==> config.mk <==
export PLATFORM = sky130hd
export DESIGN_NAME = spim_ctrl
export DESIGN_NICKNAME = d
export VERILOG_FILES = /design/src/rtl/spim_pkg.sv /design/src/rtl/spim_fifo.sv /design/src/rtl/spim_shift.sv /design/src/rtl/spim_ctrl.sv
export SDC_FILE = /design/constraint.sdc
export NUM_CORES = 1
export LEC_CHECK = 0
export BUFFER_PORTS_ARGS = -buffer_cell sky130_fd_sc_hd__clkbuf_2
export CAP_MARGIN = 10
export CORE_MARGIN = 8
export CORE_UTILIZATION = 34
export DETAILED_ROUTE_END_ITERATION = 10
export HOLD_SLACK_MARGIN = 0.12
export PLACE_DENSITY = 0.51
export SLEW_MARGIN = 0
export SYNTH_ARGS = -nofsm -noshare
export SYNTH_HDL_FRONTEND = slang
export SYNTH_SLANG_ARGS = --single-unit
==> constraint.sdc <==
create_clock -name clk -period 5.15 [get_ports clk]
set_input_delay 1.03 -clock clk [delete_from_list [all_inputs] [get_ports clk]]
set_output_delay 1.03 -clock clk [all_outputs]
set_load 0.005 [all_outputs]
==> src/rtl/spim_pkg.sv <==
package spim_pkg;

  localparam logic [3:0] ADR_CTRL0 = 4'd0;
  localparam logic [3:0] ADR_CTRL1 = 4'd1;
  localparam logic [3:0] ADR_DIV   = 4'd2;
  localparam logic [3:0] ADR_STAT  = 4'd3;
  localparam logic [3:0] ADR_IE    = 4'd4;
  localparam logic [3:0] ADR_RIS   = 4'd5;
  localparam logic [3:0] ADR_ICLR  = 4'd6;
  localparam logic [3:0] ADR_DATA  = 4'd7;
  localparam logic [3:0] ADR_CSEL  = 4'd8;

  // Frame length in bits from the length code; codes below 2 act as 2.
  function automatic logic [4:0] frame_bits(input logic [3:0] dl);
    return (dl < 4'd2) ? 5'd3 : ({1'b0, dl} + 5'd1);
  endfunction

  // Mask covering the low n bits of a 16-bit word.
  function automatic logic [15:0] word_mask(input logic [4:0] n);
    logic [16:0] full;
    full = (17'd1 << n) - 17'd1;
    return full[15:0];
  endfunction

  // Word bit position of the idx-th bit on the wire.
  function automatic logic [3:0] bit_pos(input logic [3:0] idx, input logic [4:0] n,
                                         input logic lsb_first);
    logic [4:0] msb_pos;
    msb_pos = n - 5'd1 - {1'b0, idx};
    return lsb_first ? idx : msb_pos[3:0];
  endfunction

  // System clocks of receive inactivity before the timeout cause.
  function automatic int unsigned idle_limit(input logic [7:0] div, input int unsigned periods);
    return periods * 2 * (int'(div) + 1);
  endfunction

endpackage

==> src/rtl/spim_fifo.sv <==
module spim_fifo #(
  parameter int W     = 16,
  parameter int DEPTH = 8
) (
  input  logic                     clk,
  input  logic                     rst_n,
  input  logic                     flush,
  input  logic                     push,
  input  logic [W-1:0]             din,
  input  logic                     pop,
  output logic [W-1:0]             dout,
  output logic [$clog2(DEPTH):0]   count,
  output logic                     full,
  output logic                     empty
);
  localparam int AW = $clog2(DEPTH);
  localparam int CW = AW + 1;

  logic [W-1:0]  mem [DEPTH];
  logic [AW-1:0] wp, rp;
  logic          do_push, do_pop;

  assign full    = (count == CW'(DEPTH));
  assign empty   = (count == '0);
  assign do_push = push && !full;
  assign do_pop  = pop && !empty;
  assign dout    = mem[rp];

  function automatic logic [AW-1:0] nxt(input logic [AW-1:0] p);
    return (p == AW'(DEPTH - 1)) ? '0 : p + 1'b1;
  endfunction

  always_ff @(posedge clk or negedge rst_n) begin
    if (!rst_n) begin
      wp <= '0; rp <= '0; count <= '0;
    end else if (flush) begin
      wp <= '0; rp <= '0; count <= '0;
    end else begin
      if (do_push) wp <= nxt(wp);
      if (do_pop)  rp <= nxt(rp);
      count <= count + CW'(do_push) - CW'(do_pop);
    end
  end

  always_ff @(posedge clk) begin
    if (do_push && !flush) mem[wp] <= din;
  end
endmodule

==> src/rtl/spim_shift.sv <==
module spim_shift
  import spim_pkg::*;
(
  input  logic        clk,
  input  logic        rst_n,
  input  logic        flush,
  input  logic        enable,
  input  logic        cpol,
  input  logic        cpha,
  input  logic        lsb_first,
  input  logic [4:0]  n_bits,
  input  logic [7:0]  div,
  input  logic        tx_avail,
  input  logic [15:0] tx_word,
  input  logic        miso_in,
  output logic        tx_pop,
  output logic        rx_valid,
  output logic [15:0] rx_word,
  output logic        sck,
  output logic        mosi,
  output logic        running
);
  logic [7:0]  hc;
  logic [5:0]  e;
  logic [3:0]  bi;
  logic [15:0] txw, rxw;
  logic        lvl;
  logic        edge_now, last, leading, sample, advance;
  logic [3:0]  pos;

  assign pos      = bit_pos(bi, n_bits, lsb_first);
  assign edge_now = running && (hc == div);
  assign last     = (e == ({n_bits, 1'b0} - 6'd1));
  assign leading  = !e[0];
  assign sample   = leading ^ cpha;
  assign advance  = cpha ? (leading && e != 6'd0) : (!leading && !last);
  assign tx_pop   = !running && enable && tx_avail && !flush;
  assign sck      = cpol ^ lvl;
  assign mosi     = txw[pos];
  assign rx_word  = rxw;

  always_ff @(posedge clk or negedge rst_n) begin
    if (!rst_n) begin
      running <= 1'b0; hc <= '0; e <= '0; bi <= '0;
      txw <= '0; rxw <= '0; lvl <= 1'b0; rx_valid <= 1'b0;
    end else begin
      rx_valid <= 1'b0;
      if (flush) begin
        running <= 1'b0;
        lvl     <= 1'b0;
      end else if (tx_pop) begin
        running <= 1'b1;
        txw <= tx_word; rxw <= '0;
        hc <= '0; e <= '0; bi <= '0; lvl <= 1'b0;
      end else if (edge_now) begin
        hc  <= '0;
        lvl <= ~lvl;
        e   <= e + 6'd1;
        if (sample)  rxw[pos] <= miso_in;
        if (advance) bi <= bi + 4'd1;
        if (last) begin
          running  <= 1'b0;
          rx_valid <= 1'b1;
        end
      end else if (running) begin
        hc <= hc + 8'd1;
      end
    end
  end
endmodule

==> src/rtl/spim_ctrl.sv <==
module spim_ctrl
  import spim_pkg::*;
#(
  parameter int FIFO_DEPTH = 8,
  parameter int TO_PERIODS = 32
) (
  input  logic        clk,
  input  logic        rst_n,
  input  logic        reg_wr,
  input  logic        reg_rd,
  input  logic [3:0]  reg_addr,
  input  logic [31:0] reg_wdata,
  output logic [31:0] reg_rdata,
  output logic        sck,
  output logic        mosi,
  input  logic        miso,
  output logic        cs_n,
  output logic        irq
);
  localparam int CW  = $clog2(FIFO_DEPTH) + 1;
  localparam int TOW = $clog2(TO_PERIODS * 512 + 1);

  // configuration
  logic       en_q, loop_q, lsb_q, cpol_q, cpha_q, cs_q;
  logic [3:0] dl_q;
  logic [2:0] txth_q, rxth_q;
  logic [7:0] div_q;
  logic [3:0] ie_q, ris_q;

  logic [4:0]  n_bits;
  logic        flush, wr_data, rd_data;
  logic        tx_pop, tx_full, tx_empty, rx_full, rx_empty, rx_valid, running;
  logic [15:0] tx_head, rx_head, rx_word;
  logic [CW-1:0] tx_cnt, rx_cnt;
  logic        miso_in, busy, tx_lvl, rx_lvl, tx_lvl_q, rx_lvl_q;
  logic        ovf_evt, to_evt;
  logic [TOW-1:0] to_cnt, to_lim;
  logic [3:0]  ris_set, ris_clr;

  assign n_bits  = frame_bits(dl_q);
  assign flush   = reg_wr && reg_addr == ADR_CTRL0 && reg_wdata[7:6] == 2'b11;
  assign wr_data = reg_wr && reg_addr == ADR_DATA;
  assign rd_data = reg_rd && reg_addr == ADR_DATA;
  assign miso_in = loop_q ? mosi : miso;

  spim_fifo #(.W(16), .DEPTH(FIFO_DEPTH)) u_txq (
    .clk, .rst_n, .flush, .push(wr_data), .din(reg_wdata[15:0]), .pop(tx_pop),
    .dout(tx_head), .count(tx_cnt), .full(tx_full), .empty(tx_empty));

  spim_fifo #(.W(16), .DEPTH(FIFO_DEPTH)) u_rxq (
    .clk, .rst_n, .flush, .push(rx_valid), .din(rx_word), .pop(rd_data),
    .dout(rx_head), .count(rx_cnt), .full(rx_full), .empty(rx_empty));

  spim_shift u_shift (
    .clk, .rst_n, .flush, .enable(en_q), .cpol(cpol_q), .cpha(cpha_q),
    .lsb_first(lsb_q), .n_bits, .div(div_q), .tx_avail(!tx_empty), .tx_word(tx_head),
    .miso_in, .tx_pop, .rx_valid, .rx_word, .sck, .mosi, .running);

  // status and event logic
  assign busy    = running || !tx_empty;
  assign tx_lvl  = (tx_cnt <= CW'(txth_q));
  assign rx_lvl  = (rx_cnt >= CW'(rxth_q));
  assign ovf_evt = rx_valid && rx_full;
  assign to_lim  = TOW'(idle_limit(div_q, TO_PERIODS));
  assign to_evt  = !rx_empty && !rd_data && !flush && (to_cnt == to_lim - TOW'(1));
  assign ris_set = {tx_lvl && !tx_lvl_q, rx_lvl && !rx_lvl_q, to_evt, ovf_evt};
  assign ris_clr = (reg_wr && reg_addr == ADR_ICLR) ? reg_wdata[3:0] : 4'd0;
  assign irq     = |(ris_q & ie_q);
  assign cs_n    = cs_q;

  always_ff @(posedge clk or negedge rst_n) begin
    if (!rst_n) begin
      to_cnt <= '0;
    end else if (rx_empty || rd_data || flush) begin
      to_cnt <= '0;
    end else if (to_cnt != to_lim) begin
      to_cnt <= to_cnt + TOW'(1);
    end
  end

  always_ff @(posedge clk or negedge rst_n) begin
    if (!rst_n) begin
      en_q <= 1'b0; loop_q <= 1'b0; dl_q <= 4'd7; txth_q <= '0; rxth_q <= '0;
      lsb_q <= 1'b0; cpol_q <= 1'b0; cpha_q <= 1'b0; div_q <= '0;
      ie_q <= '0; ris_q <= '0; cs_q <= 1'b1;
      tx_lvl_q <= 1'b1; rx_lvl_q <= 1'b1;
    end else begin
      tx_lvl_q <= tx_lvl;
      rx_lvl_q <= rx_lvl;
      ris_q    <= (ris_q & ~ris_clr) | ris_set;
      if (reg_wr) begin
        case (reg_addr)
          ADR_CTRL0: begin
            en_q <= reg_wdata[0]; loop_q <= reg_wdata[1]; dl_q <= reg_wdata[11:8];
            txth_q <= reg_wdata[14:12]; rxth_q <= reg_wdata[17:15];
          end
          ADR_CTRL1: {cpha_q, cpol_q, lsb_q} <= reg_wdata[2:0];
          ADR_DIV:   div_q <= reg_wdata[7:0];
          ADR_IE:    ie_q  <= reg_wdata[3:0];
          ADR_CSEL:  cs_q  <= reg_wdata[0];
          default: ;
        endcase
      end
    end
  end

  always_comb begin
    reg_rdata = '0;
    case (reg_addr)
      ADR_CTRL0: reg_rdata = {14'd0, rxth_q, txth_q, dl_q, 6'd0, loop_q, en_q};
      ADR_CTRL1: reg_rdata = {29'd0, cpha_q, cpol_q, lsb_q};
      ADR_DIV:   reg_rdata = {24'd0, div_q};
      ADR_STAT:  reg_rdata = {25'd0, rx_lvl, tx_lvl, busy, rx_full, rx_empty, tx_full, tx_empty};
      ADR_IE:    reg_rdata = {28'd0, ie_q};
      ADR_RIS:   reg_rdata = {28'd0, ris_q};
      ADR_DATA:  reg_rdata = {16'd0, rx_head & word_mask(n_bits)};
      ADR_CSEL:  reg_rdata = {31'd0, cs_q};
      default:   reg_rdata = '0;
    endcase
  end
endmodule

Word-level counts from Yosys, hierarchy flattened
Memories as Yosys holds them, arrays and structs flattened. A register that Yosys moved wholly into a read port is not among the register bits.
Cells that the tools add are included.

cells by class
  shift operators = 1
  multiply operators = 0
  add/subtract/negate cells = 19
  divide/modulo/power cells = 0
  bitwise operators = 9
  order comparisons = 5
  eq/ne operators = 19
  mux-type cells = 53
  reduce and logical (&&, ||, !) cells = 66

operators by type and width
  operator                                             count
  case mux 18 bit (8 select lines)                     1
  2-to-1 mux 16 bit                                    3
  2-to-1 mux 3 bit                                     12
  2-to-1 mux 15 bit                                    2
  2-to-1 mux 4 bit                                     7
  logical AND 1 bit                                    24
  2-to-1 mux 8 bit                                     3
  2-to-1 mux 1 bit                                     19
  AND reduction 2 bit                                  9
  AND 16 bit                                           1
  bitwise mux 16 bit                                   1
  equality test 4 x 3 -> 1 bit, second input constant  4
  nonzero test 2 bit                                   8
  left shift 1 x 5 -> 16 bit, first input constant     1
  subtractor 16 x 1 -> 16 bit, second input constant   1
  adder 15 x 1 -> 15 bit, second input constant        1
  equality test 15 bit                                 1
  != test 15 bit                                       1
  subtractor 15 x 1 -> 15 bit, second input constant   1
  adder 3 x 1 -> 3 bit, second input constant          4
  equality test 3 bit, second input constant           4
  equality test 4 bit, second input constant           3
  zero test 1 bit                                      12
  zero test 4 bit                                      3
  other kinds (34)                                     46

storage, ports and cells
  bits of input ports = 41
  memory bits (read-only) = 0
  output and inout port bits = 36
  word-level logic and storage cells = 202
  register bits = 106
  memories = 2
  bits in latches = 0
  memory bits (writable) = 256

memory list
  memory     depth  width  rd ports  clocked after memory_dff  write ports  RTL line         source
  u_rxq.mem  8      16     1         0                         1            spim_fifo.sv:19  logic [W-1:0] mem [DEPTH];
  u_txq.mem  8      16     1         1                         1            spim_fifo.sv:19

Depth between registers and ports, before layout
  depth in word-level cells = 13
  mapped depth = 16
  gate-level depth less buffers = 14

Hierarchy
A second synthesis with hierarchy kept.

second synthesis, totals
  cell total of the unflattened synthesis = 1351
  area, all modules = 18461.5 µm²

modules (own cells, without submodules)
  module              area an instance (µm²)  seq. area each (µm²)  instances  cells an instance
  spim_fifo at u_txq  5610.4                  4093.9                1          266
  spim_fifo at u_rxq  5601.6                  4093.9                1          262
  spim_ctrl           4107.7                  1233.7                1          482
  spim_shift          3141.8                  1326.3                1          341

Least setup slack after synthesis
Ideal clock, no wire load.

  path kind = reg2out
  start = register dl_q[0]
  end = output reg_rdata[12]
  path buffers = 3
  cell stages (with the launch flop) = 17
  slack = 961 ps
  data arrival time = 3159 ps
  cells stage by stage = dfstp_2 -> ha_1 -> buf_2 -> inv_1 -> o21a_1 -> buf_2 -> ha_1 -> nand2_1 -> ha_1 -> clkbuf_1 -> nor2b_1 -> nand2b_1 -> o211ai_1 -> nand3_1 -> a21oi_1 -> xnor2_1 -> a22o_1

on the way
  cells in the longest elaborated chain, start to end = 6
  elaborated cells on any way between the ends = 7
  those cells by class = 2 x add/sub; 1 x order compare; 1 x shift; 2 x mux; 1 x bitwise

RTL lines
  item                                                                                RTL line          source
  from (decl)                                                                         spim_ctrl.sv:25   logic [3:0] dl_q;
  from (signal assigned)                                                              spim_ctrl.sv:94   en_q <= reg_wdata[0]; loop_q <= reg_wdata[1]; dl_q <= reg_wdata[11:8];
  adder 4 x 1 -> 5 bit / less-than comparator 4 x 2 -> 1 bit (equally long branches)  spim_pkg.sv:15    return (dl < 4'd2) ? 5'd3 : ({1'b0, dl} + 5'd1);
  2-to-1 mux 5 bit (*)                                                                spim_pkg.sv:15
  left shift 1 x 5 -> 16 bit (*)                                                      spim_pkg.sv:21    full = (17'd1 << n) - 17'd1;
  subtractor 16 x 1 -> 16 bit (*)                                                     spim_pkg.sv:21
  AND 16 bit (*)                                                                      spim_ctrl.sv:116  ADR_DATA: reg_rdata = {16'd0, rx_head & word_mask(n_bits)};
  case mux 18 bit (8 select lines) (*)                                                spim_ctrl.sv:109  case (reg_addr)
  to (decl)                                                                           spim_ctrl.sv:13   output logic [31:0] reg_rdata,

Every way passes the cells marked *; elsewhere a longest branch is shown, timed or not.

Worst setup path after layout
  start = register dl_q[0]
  end = output reg_rdata[8]

on the way
  cells in the longest elaborated chain, start to end = 6
  elaborated cells on any way between the ends = 7
  those cells by class = 2 x add/sub; 1 x order compare; 1 x shift; 2 x mux; 1 x bitwise

RTL lines
  item                                                                                RTL line
  adder 4 x 1 -> 5 bit / less-than comparator 4 x 2 -> 1 bit (equally long branches)  spim_pkg.sv:15
  2-to-1 mux 5 bit                                                                    spim_pkg.sv:15
  left shift 1 x 5 -> 16 bit                                                          spim_pkg.sv:21
  subtractor 16 x 1 -> 16 bit                                                         spim_pkg.sv:21
  AND 16 bit                                                                          spim_ctrl.sv:116
  case mux 18 bit (8 select lines) (*)                                                spim_ctrl.sv:109

Marks and branches as above.

==> flow_summary.toml <==
[hold_path]
hp-class = "register to register"

[floorplanning]
core-area_mm2 = 0.0524
fp-row-count = 84
start_util_pct = 34.3
die_h_um = 246
die-area_mm2 = 0.0604
die_x_um = 246
io_pins = 77

[route]
vias = 10900
drt_iter0_markers = 734
drt_pre_antenna_iters = 5
finalWirelength_um = 43700
drc_errors = 0
antenna_left = 0
wl_per_cell_um = 20.9
vias_per_cell = 5.20

[placement]
place_inst = 2006
dp_hpwl_um = 29300
placed_cell_area_mm2 = 0.0191
portBuffers = 48
gp_congestion = 0.810

[critical_path]
cp_max_fo = 10
start_kind = "register"
cp-startpoint = "dl_q[0]"
reg2reg_depth = 11
critical_path_required_ps = 4120
r2r_slack_ps = 1640
worstReg2RegStart = "dl_q[2]"
criticalPathCategory = "register to output port"
r2r-end = "u_shift.rx_word[11]"
crit_path_end_kind = "output port"
crit_path_end = "reg_rdata[8]"
worstPathArrival_ps = 4000

[finish]
syn2layout_area_growth_pct = 15.8
fin_cells = 2092
nFillCells = 4885
layout.nets = 1457
design_area_mm2 = 0.0208
num_antenna_cells = 0
drive_gt1_share_pct = 22.6

[synthesis]
synth_top_area_share_pct = 42.8
ys_ff_latch = 378
ys.flop_type = "edfxtp_1"
synth_area_mm2 = 0.0180
yosys.area.top_type = "edfxtp_1"
ys_async_sr_fraction_pct = 32.3
synth_cells = 1295
yosysSeqAreaShare_pct = 59.8
synth_edf_count = 256
ys_types = 76
avgSynthCellArea_um2 = 13.9
synth.area.top_cells = "edfxtp_1 (43%), dfrtp_1 (16%), mux4_2 (8.4%)"
ys_warn_count = 0

[power]
net-switching-power_mw = 3.35
power.combinational.fraction_pct = 29.1
p_seq_share_pct = 38.7
swShare_pct = 31.9
vdd_drop_max_mv = 0.234
pwr-share-clk_pct = 32.2
p_int_mw = 7.13
powerDensity_mw_per_mm2 = 503
power_leakage_nw = 7.69

[clock_network]
htreeDepth = 2
cts.hold.buffers_added = 0
root_buffer = "clkbuf_16"
cts_max_path_buffers = 3
clk_pin_slew_ps = 60
cts_sinks = 378
cts_tree = "built"
clock_latency_ps = 580
cts_made_buffers = 43

[grt]
antenna_found_initial = 0
grt_overflow = 0
grt_max_degree = 98
grt_pass1_vias = 11000
track_usage_pct = 14.5
grt_first_pass_wirelength_um = 67800

[timing]
setup_viol = 0
post-route-period-util_pct = 97.6
min_period_ps = 5030
tightestPinTransition_ps = 1050
relSlewSlack_pct = 30.1
hold_viol = 0
whs_ps = 473
max_freq_ghz = 0.199
slew_violations = 0
clock-skew-final_ps = 35.9

[flow_run]
cap_violations = 0

[status]
status = "complete, no violations"
-- per-stage QoR --
stage	total power [mW]	setup slack [ps]	utilization (%)	TNS, ps
2_1_floorplan	6.21	961	-	0
3_3_place_gp	7.08	483	36.4	0
3_5_place_dp	7.11	477	36.4	0
4_1_cts	10.5	62.0	39.5	0
5_1_grt	11.1	-34.5	39.7	-34.5
6_report	10.5	124	39.7	0
-- cell usage in the layout, fill, tap and decap left out, types with 40 or more instances in the layout --
cell type,n
edfxtp_1,256
dfrtp_1,114
nand2_1,100
nor2_1,68
mux4_2,67
inv_1,48
clkbuf_2,47
clkbuf_16,45
buf_4,45
o21ai_0,43
xor2_1,41
ha_1,40
-- power by group through the flow --
stage | clock network, mW | registers, mW | logic [mW]
after global placement | 0 | 4.12 | 2.96
after CTS | 3.47 | 4.07 | 3.01
after floorplan | 0 | 3.89 | 2.32
final | 3.37 | 4.06 | 3.05
after detailed placement | 0 | 4.13 | 2.98
after global routing | 3.57 | 4.13 | 3.40
-- per-layer routing --
layer  global-route usage [%]  share of wire, %  vias to the layer above  wire [um]
met4                     3.38               1.6                        0        716
met1                     19.8                46                     5569      19900
li1                         -                 -                     5051          -
met2                     23.9                49                      198      21400
met5                        0                 0                        -          0
met3                     2.41               4.0                       58       1740
-- worst max-delay path, stage by stage (launching register included) --
cell,delay (ps)
dfstp_2,530
ha_1,250
or2_2,370
ha_1,330
or2_0,400
nand2b_1,210
o211ai_1,360
buf_4,190
nand2_1,60
xnor2_1,170
o31ai_2,370
clkbuf_2,190
-- final cells by class --
class	instances	area [um^2]	area share, %
Timing Repair Buffer	94	604	2.90
Inverter	50	191	0.920
Clock inverter	20	354	1.70
Multi-Input combinational cell	802	6810	32.7
Clock buffer	60	1230	5.92
Sequential cell	378	10800	51.7
Tap cell	688	861	4.14
-- kinds of logic (layout without fill, tap and decap cells) --
logic type	Yosys count	after routing	synth area share (%)
adders and majority gates	47	47	3.40
buffers and inverters	128	224	3.26
and+or+nand+nor	332	332	9.25
muxes	145	145	13.2
DFF	378	378	59.8
xor gates and xnor gates	75	75	3.66
AOI/OAI and AO/OA	189	189	7.39
other	1	14	0.0209
-- flip-flops by register name (all words and copies together), names as in the netlist, 3 cells and up --
name and flops:
u_rxq.rp 3, u_shift.bi 4, u_txq.rp 3, u_shift.txw 16, u_shift.rx_word 16, to_cnt 15
dl_q 4, u_txq.count 4, u_shift.hc 8, u_rxq.mem 128, div_q 8, u_rxq.wp 3
ie_q 4, ris_q 4, rxth_q 3, u_txq.wp 3, u_rxq.count 4, u_shift.e 6
txth_q 3, u_txq.mem 128
-- worst min path at each step --
stage,slack [ps],end,depth (start not counted),startpoint
6_report,470,tx_lvl_q,1,u_txq.count[3]
2_1_floorplan,420,tx_lvl_q,1,u_txq.count[3]
5_1_grt,500,u_shift.txw[11],2,u_shift.txw[11]
3_3_place_gp,460,u_shift.txw[2],2,u_shift.txw[2]
4_1_cts,480,u_shift.txw[0],2,u_shift.txw[0]
3_5_place_dp,460,u_shift.txw[0],2,u_shift.txw[0]
-- synthesized netlist by cell type, types with 6 or more instances --
cell      instances
buf_1             7
and2_1           10
nand2_1         100
nand2b_1         15
nor4_1            6
ha_1             44
buf_2            12
o31ai_1          12
or4_1             6
nor2_1           69
inv_1            50
o21ai_0          44
a21oi_1          25
a21o_1            7
nor2b_1           7
nand3b_1          7
buf_4            18
nand4_1           8
xnor2_1          34
clkbuf_1         38
dfrtp_1         116
a22o_1           10
dfstp_2           6
nand3_1          39
o211ai_1         21
xor2_1           41
edfxtp_1        256
mux4_2           67
o221ai_1         17
mux2i_1          37
a31oi_1           7
and3_1           12
mux2_2           39
nor3_1           23
nor3b_1           7
-- what timing repair did --
| item | 4_1_cts | 5_1_grt |
|---|---|---|
| gates cloned | 0 | 0 |
| pin swaps | 0 | 3 |
| setup buffers | 0 | 6 |
| resized for setup | 7 | 15 |
| setup endpoints to repair | 7 | 9 |
Note: power is estimated with default switching activity, not from simulation.
